$ cat src/rtl/fb_header_check.sv
module fb_header_check #(
  parameter int DIM_W  = 11,
  parameter int ADDR_W = 32
) (
  input  logic              clk,
  input  logic              rst_n,
  input  logic              start,
  input  logic              panel_en,
  input  logic [1:0]        load_mode,
  input  logic              active_matrix,
  input  logic              dual_buf,
  input  logic              dma_irq_en,
  input  logic [15:0]       hdr_word,
  input  logic [DIM_W-1:0]  width,
  input  logic [DIM_W-1:0]  height,
  input  logic [31:0]       subpanel,
  input  logic [ADDR_W-1:0] top0,
  input  logic [ADDR_W-1:0] bot0,
  input  logic [ADDR_W-1:0] top1,
  input  logic [ADDR_W-1:0] bot1,
  output logic              ok,
  output logic              fail,
  output logic              sync_fail,
  output logic              skip,
  output logic [4:0]        bpp,
  output logic              color12,
  output logic [9:0]        pix_offset,
  output logic [ADDR_W-1:0] frame_base,
  output logic [DIM_W+1:0]  stride,
  output logic [DIM_W-1:0]  first_line,
  output logic [DIM_W-1:0]  act_height,
  output logic [1:0]        cond_set,
  output logic              dma_irq,
  output logic              cur_buf
);
  localparam int PROD_W = 2 * DIM_W;
  localparam int NEED_W = PROD_W + 2;
  localparam int CMP_W  = ADDR_W + 2;
  localparam int WB_W   = DIM_W + 5;

  logic              busy;
  logic [2:0]        code_q;
  logic [1:0]        mode_q;
  logic              en_q, am_q, dual_q, irq_q;
  logic [DIM_W-1:0]  w_q, h_q;
  logic [31:0]       sub_q;
  logic [ADDR_W-1:0] top0_q, bot0_q, top1_q, bot1_q;

  always_ff @(posedge clk) begin
    if (!rst_n) begin
      busy   <= 1'b0;
      code_q <= '0;
      mode_q <= '0;
      en_q   <= 1'b0;
      am_q   <= 1'b0;
      dual_q <= 1'b0;
      irq_q  <= 1'b0;
      w_q    <= '0;
      h_q    <= '0;
      sub_q  <= '0;
      top0_q <= '0;
      bot0_q <= '0;
      top1_q <= '0;
      bot1_q <= '0;
    end else if (busy) begin
      busy <= 1'b0;
    end else if (start) begin
      busy   <= 1'b1;
      code_q <= hdr_word[14:12];
      mode_q <= load_mode;
      en_q   <= panel_en;
      am_q   <= active_matrix;
      dual_q <= dual_buf;
      irq_q  <= dma_irq_en;
      w_q    <= width;
      h_q    <= height;
      sub_q  <= subpanel;
      top0_q <= top0;
      bot0_q <= bot0;
      top1_q <= top1;
      bot1_q <= bot1;
    end
  end

  logic [4:0] bpp_c;
  always_comb begin
    case (code_q)
      3'd0:    bpp_c = 5'd0;
      3'd1:    bpp_c = 5'd2;
      3'd2:    bpp_c = 5'd4;
      3'd3:    bpp_c = 5'd8;
      default: bpp_c = 5'd16;
    endcase
  end

  logic [9:0] off_c;
  assign off_c = (mode_q == 2'd2) ? 10'd0 : (code_q >= 3'd3) ? 10'd512 : 10'd32;

  logic [PROD_W-1:0] prod;
  logic [NEED_W-1:0] pix_bytes, need;
  assign prod = w_q * h_q;
  always_comb begin
    case (code_q)
      3'd1:    pix_bytes = {2'b00, prod} >> 2;
      3'd2:    pix_bytes = {2'b00, prod} >> 1;
      3'd3:    pix_bytes = {2'b00, prod};
      default: pix_bytes = {1'b0, prod, 1'b0};
    endcase
  end
  assign need = pix_bytes + NEED_W'(off_c);

  logic [ADDR_W-1:0] top_sel, bot_sel;
  assign top_sel = cur_buf ? top1_q : top0_q;
  assign bot_sel = cur_buf ? bot1_q : bot0_q;

  logic signed [CMP_W-1:0] room, need_s;
  assign room   = $signed({2'b00, bot_sel}) - $signed({2'b00, top_sel}) + $signed(CMP_W'(2));
  assign need_s = $signed(CMP_W'(need));

  logic skip_c, nosup_c, big_c;
  assign skip_c  = !en_q || (mode_q == 2'd1);
  assign nosup_c = (code_q == 3'd0);
  assign big_c   = need_s > room;

  logic [WB_W-1:0] wb;
  assign wb = w_q * bpp_c;

  logic [DIM_W-1:0] fld;
  assign fld = DIM_W'(sub_q[25:16]);

  always_ff @(posedge clk) begin
    if (!rst_n) begin
      ok         <= 1'b0;
      fail       <= 1'b0;
      sync_fail  <= 1'b0;
      skip       <= 1'b0;
      bpp        <= '0;
      color12    <= 1'b0;
      pix_offset <= '0;
      frame_base <= '0;
      stride     <= '0;
      first_line <= '0;
      act_height <= '0;
      cond_set   <= '0;
      dma_irq    <= 1'b0;
      cur_buf    <= 1'b0;
    end else begin
      ok        <= 1'b0;
      fail      <= 1'b0;
      sync_fail <= 1'b0;
      skip      <= 1'b0;
      cond_set  <= '0;
      dma_irq   <= 1'b0;
      if (busy) begin
        if (skip_c) begin
          skip <= 1'b1;
        end else if (nosup_c) begin
          fail <= 1'b1;
        end else if (big_c) begin
          fail      <= 1'b1;
          sync_fail <= 1'b1;
        end else begin
          ok         <= 1'b1;
          bpp        <= bpp_c;
          color12    <= (bpp_c == 5'd16) && !am_q;
          pix_offset <= off_c;
          frame_base <= top_sel + ADDR_W'(off_c);
          stride     <= wb[WB_W-1:3];
          first_line <= (sub_q[31] && sub_q[29]) ? fld : '0;
          act_height <= (sub_q[31] && !sub_q[29]) ? fld : h_q;
          cond_set   <= cur_buf ? 2'b10 : 2'b01;
          dma_irq    <= irq_q;
          cur_buf    <= cur_buf ^ dual_q;
        end
      end
    end
  end

  p_one_result_r12: assert property (@(posedge clk) disable iff (!rst_n)
    $onehot0({ok, fail, skip}));
  p_start_result_r12: assert property (@(posedge clk) disable iff (!rst_n)
    (start && !busy) |-> ##2 (ok || fail || skip));
  p_sync_is_fail_r7: assert property (@(posedge clk) disable iff (!rst_n)
    sync_fail |-> fail);
  p_cond_onehot_r8: assert property (@(posedge clk) disable iff (!rst_n)
    (cond_set != 2'b00) |-> (ok && $countones(cond_set) == 1));
  p_irq_on_ok_r8: assert property (@(posedge clk) disable iff (!rst_n)
    dma_irq |-> ok);
  p_buf_moves_on_ok_r9: assert property (@(posedge clk) disable iff (!rst_n)
    (cur_buf != $past(cur_buf)) |-> ok);
endmodule

$ cat config.mk
export PLATFORM = sky130hd
export DESIGN_NAME = fb_header_check
export DESIGN_NICKNAME = d
export VERILOG_FILES = /design/src/rtl/fb_header_check.sv
export SDC_FILE = /design/constraint.sdc
export NUM_CORES = 1
export LEC_CHECK = 0
export BUFFER_PORTS_ARGS = -buffer_cell sky130_fd_sc_hd__buf_2
export CELL_PAD_IN_SITES_DETAIL_PLACEMENT = 1
export CELL_PAD_IN_SITES_GLOBAL_PLACEMENT = 2
export CORE_MARGIN = 2
export CORE_UTILIZATION = 37
export DETAILED_ROUTE_END_ITERATION = 7
export GPL_TIMING_DRIVEN = 0
export PLACE_DENSITY = 0.83
export RECOVER_POWER = 25
export SLEW_MARGIN = 30
export SYNTH_ARGS = -nofsm -noshare
export SYNTH_HDL_FRONTEND = slang
export SYNTH_SLANG_ARGS = --single-unit
$ cat constraint.sdc
create_clock -name clk -period 17.6 [get_ports clk]
set_clock_uncertainty 0.2 [all_clocks]
set_input_delay 1.76 -clock clk [delete_from_list [all_inputs] [get_ports clk]]
set_output_delay 1.76 -clock clk [all_outputs]
set_load 0.01 [all_outputs]
# ---- Word level (Yosys, flattened, before mapping)
# Cells that the tools add are included.
# Widths: inputs -> output; s select.
dict set report word_totals {
  romBits 0
  mem_count 0
  latchBits 0
  reg_bits 283
  elab_cells 77
  in_bits 207
  ramBits 0
  output_inout_bits 91
}
dict set report op_classes {
  shift 0
  mul 2
  n_bitwise 6
  mux 14
  reduce_logical 15
  order_cmp 2
  add_sub_neg 4
  div 0
  eq_ne 6
}
# operator n
set ops {}
lappend ops {{$pmux 23 s3} 1}
lappend ops {{$mux 32} 2}
lappend ops {{$add 33x3->34 const B} 1}
lappend ops {{$gt 25x34->1} 1}
lappend ops {{$sub 32x32->33} 1}
lappend ops {{$add 32x10->32} 1}
lappend ops {{$mux 10} 3}
lappend ops {{$add 24x10->24} 1}
lappend ops {{$mul 11x11->22} 1}
lappend ops {{$pmux 5 s4} 1}
lappend ops {{$mul 11x5->16} 1}
lappend ops {{$mux 11} 1}
lappend ops {{$eq 3x2->1 const B} 2}
lappend ops {{$eq 5x5->1 const B} 1}
lappend ops {{$mux 1} 5}
lappend ops {{$not 1->1} 5}
lappend ops {{$reduce_or 5->1} 1}
lappend ops {{$reduce_and 2->1} 2}
lappend ops {{$reduce_and 4->1} 1}
lappend ops {{$reduce_or 4->1} 1}
lappend ops {{$eq 3x1->1 const B} 1}
lappend ops {{$ge 3x2->1 const B} 1}
lappend ops {{$logic_and 1x1->1} 3}
lappend ops {{$logic_not 1->1} 3}
lappend ops {{other kinds (8)} 8}

# ---- Logic depth before layout (Yosys ltp)
# Gate-level depths: netlist of the first run.
dict set report depth {
  depth_word 7
  mapped_depth 42
  ltp_nobuf 38
}

# ---- Worst setup path before layout of the first run
# Ideal clock, no wire load.
dict set report synth_path {
  path_type {register to register}
  start {reg w_q[3]}
  end {reg act_height[5]}
  t_arrival_ps 8161
  required_ps 17312
  stages_incl_launch_ff 39
  n_path_buf 3
  setup_slack_ps 9151
  synth_period_minus_slack_ps 8449
  path_cell_list {dfxtp_1 -> clkbuf_1 -> nand2_1 -> fa_1 -> fa_1 -> inv_1 -> ha_1 -> fa_1 -> inv_1 -> fa_1 -> inv_1 -> ha_1 -> o21a_1 -> o21ai_0 -> o21a_1 -> xnor2_1 -> nor2_1 -> o21ai_0 -> [3 not listed] -> nand3_1 -> a2111oi_0 -> o21ai_0 -> or3_1 -> nor2_1 -> xnor2_1 -> ha_1 -> a21o_1 -> a21oi_1 -> nor2b_1 -> o21ai_0 -> nand2b_1 -> a221oi_1 -> a211o_1 -> buf_6 -> clkbuf_1 -> a221oi_1 -> a311oi_2}
}
dict set report synth_via {
  elab_chain_cells 6
}
# item line_no
set synth_lines {}
lappend synth_lines {{start, declared} 45} ;# logic [DIM_W-1:0] w_q, h_q;
lappend synth_lines {{start signal, assigned} 75} ;# w_q <= width;
lappend synth_lines {{$mul 11x11->22} 101} ;# assign prod = w_q * h_q;
lappend synth_lines {{$pmux 23 s3} 103} ;# case (code_q)
lappend synth_lines {{$add 24x10->24} 110} ;# assign need = pix_bytes + NEED_W'(off_c);
lappend synth_lines {{$gt 25x34->1} 123} ;# assign big_c = need_s > room;
lappend synth_lines {{$not 1->1 (no source line)} --}
lappend synth_lines {{$reduce_and 4->1 (no source line)} --}
lappend synth_lines {{end signal, assigned} 170} ;# act_height <= (sub_q[31] && !sub_q[29]) ? fld : h_q;
lappend synth_lines {{end, declared} 31} ;# output logic [DIM_W-1:0] act_height,
# Every way passes these cells.
# A chain may end at the register's enable or synchronous reset.

# ---- Worst setup path after layout of the first run
dict set report layout_path {
  start {reg w_q[5]}
  end {reg act_height[5]}
}
# The elaborated chain is that of the path after synthesis.

==> results of run 1 <==
-- cell type report --
class,instances,area (um^2)
fillers,6673,30700
multi-input cells,1963,13800
flip-flops and latches,253,5060
repair buffers,254,1180
well taps,696,871
clock buffers,43,860
plain buffers,156,764
inverters,158,593
clock inverters,12,125
-- logic make-up after synthesis --
group / Yosys count / share of synthesized area [%]
AND/OR/NAND/NOR: 951 / 20.9
AO/OA/AOI/OAI: 511 / 16.5
buffers and inverters: 314 / 6.73
flip-flops: 253 / 25.1
adder cells (fa/ha/maj): 250 / 19.2
multiplexers: 140 / 7.16
XOR/XNOR: 100 / 4.38
other: 1 / 0.0186
-- routing by layer --
layer / up-vias / global-route usage, % / part of all wire, % / wire (um)
li1: 9119 / - / - / -
met1: 9370 / 33.2 / 44 / 32800
met2: 450 / 46.6 / 49 / 36800
met3: 118 / 2.33 / 3.6 / 2690
met4: 2 / 9.82 / 4.0 / 3040
met5: - / 0 / 0.025 / 19
-- cell usage in the layout, fill, tap and decap left out, types with 30 or more instances in the layout --
cell	Yosys	routed
inv_1	157	157
fa_1	100	100
mux2_2	34	34
mux2i_1	105	105
nand2_1	618	618
clkbuf_16	0	30
dfxtp_1	253	253
o21ai_0	54	54
nor2_1	84	84
xor2_1	36	36
ha_1	150	150
a21oi_1	246	246
clkbuf_1	116	193
a21o_1	30	30
xnor2_1	63	63
buf_2	11	195
and2_1	74	74
-- worst paths after layout --
| check | from | endpoint | cells after the start |
|---|---|---|---|
| max | w_q[5] | act_height[5] | 37 |
| max reg2reg | w_q[5] | act_height[5] | 37 |
| min | irq_q | dma_irq | 2 |
| min reg2reg | irq_q | dma_irq | 2 |
-- stage by stage --
stage	total power [mW]	instances
finish	1.73	3535
global route	1.82	3535
CTS	1.74	3535
floorplan	0.953	2530
detailed placement	1.11	3480
global placement	1.10	3480
-- sequential cells by signal, summed over array words and instances (netlist names), 2 cells and up --
name / count
bot1_q: 32
top0_q: 32
cond_set: 2
bot0_q: 32
first_line: 10
w_q: 11
code_q: 3
top1_q: 32
sub_q: 12
stride: 13
mode_q: 2
frame_base: 32
bpp: 4
act_height: 11
h_q: 11
pix_offset: 2
-- where the power goes --
| part | internal, mW | total [mW] | switching [mW] |
|---|---|---|---|
| Sequential | 0.596 | 0.615 | 0.0191 |
| Clock | 0.368 | 0.626 | 0.259 |
| Combinational | 0.176 | 0.489 | 0.313 |
-- critical path, delay by kind of cell, from the launching register on --
family | cells | cell delay [ns]
fa+ha+maj | 8 | 3.60
compound gates | 14 | 3.20
buf+inv | 6 | 1.27
simple gates | 7 | 1.02
xor+xnor | 2 | 0.56
flops | 1 | 0.53
==> results.cfg, run 1 <==
[status]
status = complete, no violations

[setup_path]
end_kind = register
arrival_ns = 10.74
rrSetupSlack_ns = 7.14
path_common_cell = fa_1
cp_max_fo = 10
start_kind = register
cp_slowest_cell = fa_1
crit_type = register to register
cpPeakStageDelay_ns = 0.59
cp.required_ns = 17.88

[route]
routed_via_density = 5.39
postRouteAntennaNets = 0
num_vias = 19100
first_pass_iters = 5
wl_per_cell_um = 21.3
routed_wl_mm = 75.4
first_iter_violations = 870
drc = 0

[timing]
min_period_over_period_pct = 59.4
timing.hold.ws_ns = 0.239
hold_violations = 0
fin_setup_tns_ns = 0
tightest_slew_ns = 0.949
rsz0062_at_grt = no
drv_slew = 0
final_critical_path_setup_slack_ns = 7.14
slew_headroom_pct = 35.1
min_period_ns = 10.46
finalSetupViolCount = 0
max_freq_mhz = 95.6

[placement]
gp_congestion = 0.905
post-dp-hpwl_mm = 62.3
numPortBuffers = 254
post_dp_cell_area_um2 = 22400
placement.setup.worst_slack_ns = 7.17

[layout]
nNetsFinal = 3273
area_growth_pct = 15.2
postLayoutCellArea_um2 = 23300
drive_above_1_share_pct = 12.0
diodes = 0
final_util_pct = 43.1

[synthesis]
synth_seq_area_share_pct = 25.1
synthTopCellsByArea = dfxtp_1 25%, nand2_1 11%, fa_1 9.9%, ha_1 9.3%, a21oi_1 6.1%
synth-seq-cells = 253
synthDistinctLibCells = 94
yosysTopAreaCell = dfxtp_1
synth-main-ff-cell = dfxtp_1
synthTopCellsByCount = 618 x nand2_1, 253 x dfxtp_1, 246 x a21oi_1, 157 x inv_1, 150 x ha_1
synth-async-reset-ratio_pct = 0
synth_top_area_share_pct = 25.1
synth.most_common_cell = nand2_1
syn_avg_cell_area_um2 = 8.01
synth_edf_count = 0
ys_warn_count = 0
netlist_area_um2 = 20200
syn_inst = 2520

[clock_network]
cts_tree = yes
cts_buffer_depth = 3
postCtsSetupBuffers = 0
cts_resized = 0
clkSlewWorstSetupHoldPaths_ns = 0.06
ctsHoldBuffers = 0
numCtsBuffers = 30
htreeDepth = 1
cts-root-buf = clkbuf_16
clock_latency_ns = 0.58
clock-sinks = 253

[job]
drv_cap = 0

[floorplanning]
fp-row-count = 85
die_x_um = 238
core-area_um2 = 53900
start_util_pct = 37.4
die_area_um2 = 56400
num_io_pins = 298
die_h_um = 238

[global_route]
grt.overflow.total = 0
antenna_found_initial = 2
grt_pass1_vias = 20200
grt_usage_pct = 26.3
grt_max_degree = 16
grt_pass1_wl_mm = 115

[power_and_ir_drop]
power_density_nw_per_um2 = 74.4
leakagePower_nw = 10.4
ir_drop_mv = 0.0670

[worst_hold_path]
hold_class = register to register
Note: power is estimated with default switching activity, not from simulation.
==> inputs of run 2 (changes only) <==
ABC_AREA = 1   (was not set)
CORE_UTILIZATION = 32   (was 37)
PLACE_DENSITY = 0.78   (was 0.83)
clock period = 9.7 ns   (was 17.6 ns; I/O delays follow)
==> run 2 against run 1 <==
Net effect:
- clock power is 81% higher
- critical path type unchanged
- design area is 7.4% higher
- sequential share of layout area is 1.4 points lower
- non-clock buffer count is 18 lower
- worst setup slack worse by 6.4 ns
- register-to-register slack worse by 6.4 ns
==> results.cfg, run 2 <==
[clock_network]
cts_tree = yes
cts-root-buf = clkbuf_16
clock_latency_ns = 0.62
postCtsSetupBuffers = 0
clkSlewWorstSetupHoldPaths_ns = 0.06
numCtsBuffers = 31
clock-sinks = 253
ctsHoldBuffers = 0
htreeDepth = 1
cts_buffer_depth = 3

[synthesis]
syn_inst = 3397
synth-async-reset-ratio_pct = 0
synth-seq-cells = 253
syn_avg_cell_area_um2 = 6.35
ys_warn_count = 0
synth.most_common_cell = nand2_1
synth_edf_count = 0
synth_top_area_share_pct = 23.5
synthDistinctLibCells = 48
synthTopCellsByArea = dfxtp_1 23%, nand2_1 16%, nor2_1 10%, fa_1 9.3%, inv_1 9.3%
synthTopCellsByCount = 905 x nand2_1, 588 x nor2_1, 533 x inv_1, 253 x dfxtp_1, 211 x o21ai_0
synth-main-ff-cell = dfxtp_1
netlist_area_um2 = 21600
yosysTopAreaCell = dfxtp_1
synth_seq_area_share_pct = 23.5

[global_route]
grt_max_degree = 17
met1_usage_pct = 29.9
grt_usage_pct = 23.8
met3_usage_pct = 3.71
grt_pass1_wl_mm = 128
grt.overflow.total = 0
grt_pass1_vias = 22600
busiest_layer = met2
antenna_found_initial = 5
met2_usage_pct = 41.9

[power_and_ir_drop]
power_mw = 3.71
power_density_nw_per_um2 = 148
leakagePower_nw = 13.2
ir_drop_mv = 0.149

[timing]
drv_slew = 0
slew_headroom_pct = 27.9
tightest_slew_ns = 1.05
min_period_ns = 8.99
max_freq_mhz = 111
hold_violations = 0
finalSetupViolCount = 0
min_period_over_period_pct = 92.7
rsz0062_at_grt = no

[route]
routed_wl_mm = 83.2
routed_via_density = 4.71
first_iter_violations = 757
wl_per_cell_um = 18.1
postRouteAntennaNets = 0
drc = 0
num_vias = 21600
first_pass_iters = 5

[layout]
layout_common_cells = 905 x nand2_1, 586 x nor2_1, 533 x inv_1
final_util_pct = 37.3
nNetsFinal = 4145
area_growth_pct = 15.9
layout_commonest_cell = nand2_1
final_cells = 4589
drive_above_1_share_pct = 10.3

[worst_hold_path]
min_path_cells = 2
whs_endpoint = skip
hold_class = register to register
min_from = busy

[setup_path]
rrSetupSlack_ns = 0.71
cpPeakStageDelay_ns = 0.54
cp_max_fo = 10
arrival_ns = 9.30
end_kind = register
r2r_cells = 49
start_kind = register
rr_endpoint = frame_base[5]
crit_type = register to register
timing.rr.start = w_q[5]
cp_slowest_cell = fa_1
cp.required_ns = 10.01
path_common_cell = nand2_1

[placement]
gp_congestion = 0.850
post-place-cells = 4534
numPortBuffers = 254
post-dp-hpwl_mm = 71.0

[floorplanning]
die_area_um2 = 69500
fp-row-count = 95
die_h_um = 264
die_x_um = 264
start_util_pct = 32.2
num_io_pins = 298
core-area_um2 = 66900

[status]
status = complete, no violations

[job]
drv_cap = 0
-- run 2: routing by layer --
| metal | share of wire (%) | wire length, um | vias up |
|---|---|---|---|
| met5 | 0 | 0 | - |
| met4 | 3.0 | 2500 | 0 |
| met3 | 4.5 | 3720 | 91 |
| met2 | 48 | 40100 | 382 |
| met1 | 44 | 36900 | 10100 |
| li1 | - | - | 11000 |
-- run 2: final cells by class --
cell class	count	area (um^2)
diodes	7	17.5
plain buffers	138	662
clock buffers	38	842
clock inverters	16	134
fillers	9005	41900
inverters	552	2070
multi-input cells	2458	13900
flip-flops and latches	253	5080
well taps	873	1090
repair buffers	254	1170
-- run 2: worst max-delay path, delay by kind of cell (launching register included) --
kind | cells | cell delay (ns)
compound gates | 7 | 1.02
xor+xnor | 2 | 0.42
flops | 1 | 0.44
fa+ha+maj | 8 | 3.35
buf+inv | 7 | 0.89
simple gates | 25 | 2.55
-- run 2: worst max path at each step --
stage,endpoint,slack [ns],start
finish,frame_base[5],0.71,w_q[5]
floorplan,frame_base[27],1.63,w_q[3]
global placement,stride[12],-0.60,w_q[3]
CTS,frame_base[30],0.005,h_q[5]
detailed placement,frame_base[30],-0.60,w_q[3]
global route,frame_base[6],0.03,w_q[3]
-- run 2: repair_timing --
action | CTS | global route
gates resized for setup | 10 | 68
pin swaps | 0 | 1
endpoints found under the setup margin | 79 | 80
-- run 2: cells by family after synthesis --
logic type,Yosys count,synth area share [%]
flops,253,23.5
simple gates,1750,33.0
other cells,1,0.0174
fa+ha+maj,250,18.0
xor+xnor,76,3.09
compound gates,340,8.34
mux,31,1.50
buf+inv,696,12.5
-- run 2: per-stage QoR --
| step | setup WS [ns] | area (um^2) | hold slack, ns | TNS [ns] |
|---|---|---|---|---|
| floorplan | 1.63 | 21600 | 0.216 | 0 |
| global placement | -0.603 | 24000 | 0.238 | -20.03 |
| detailed placement | -0.600 | 24000 | 0.240 | -19.00 |
| CTS | 0.00521 | 25000 | 0.247 | 0 |
| global route | 0.0313 | 25000 | 0.276 | 0 |
| finish | 0.710 | 25000 | 0.244 | 0 |
-- run 2: power breakdown --
group	switching (mW)	leakage (nW)	internal (mW)
clock network	0.492	0.491	0.643
logic	0.958	10.7	0.458
registers	0.0538	2.09	1.10
total	1.50	13.2	2.20
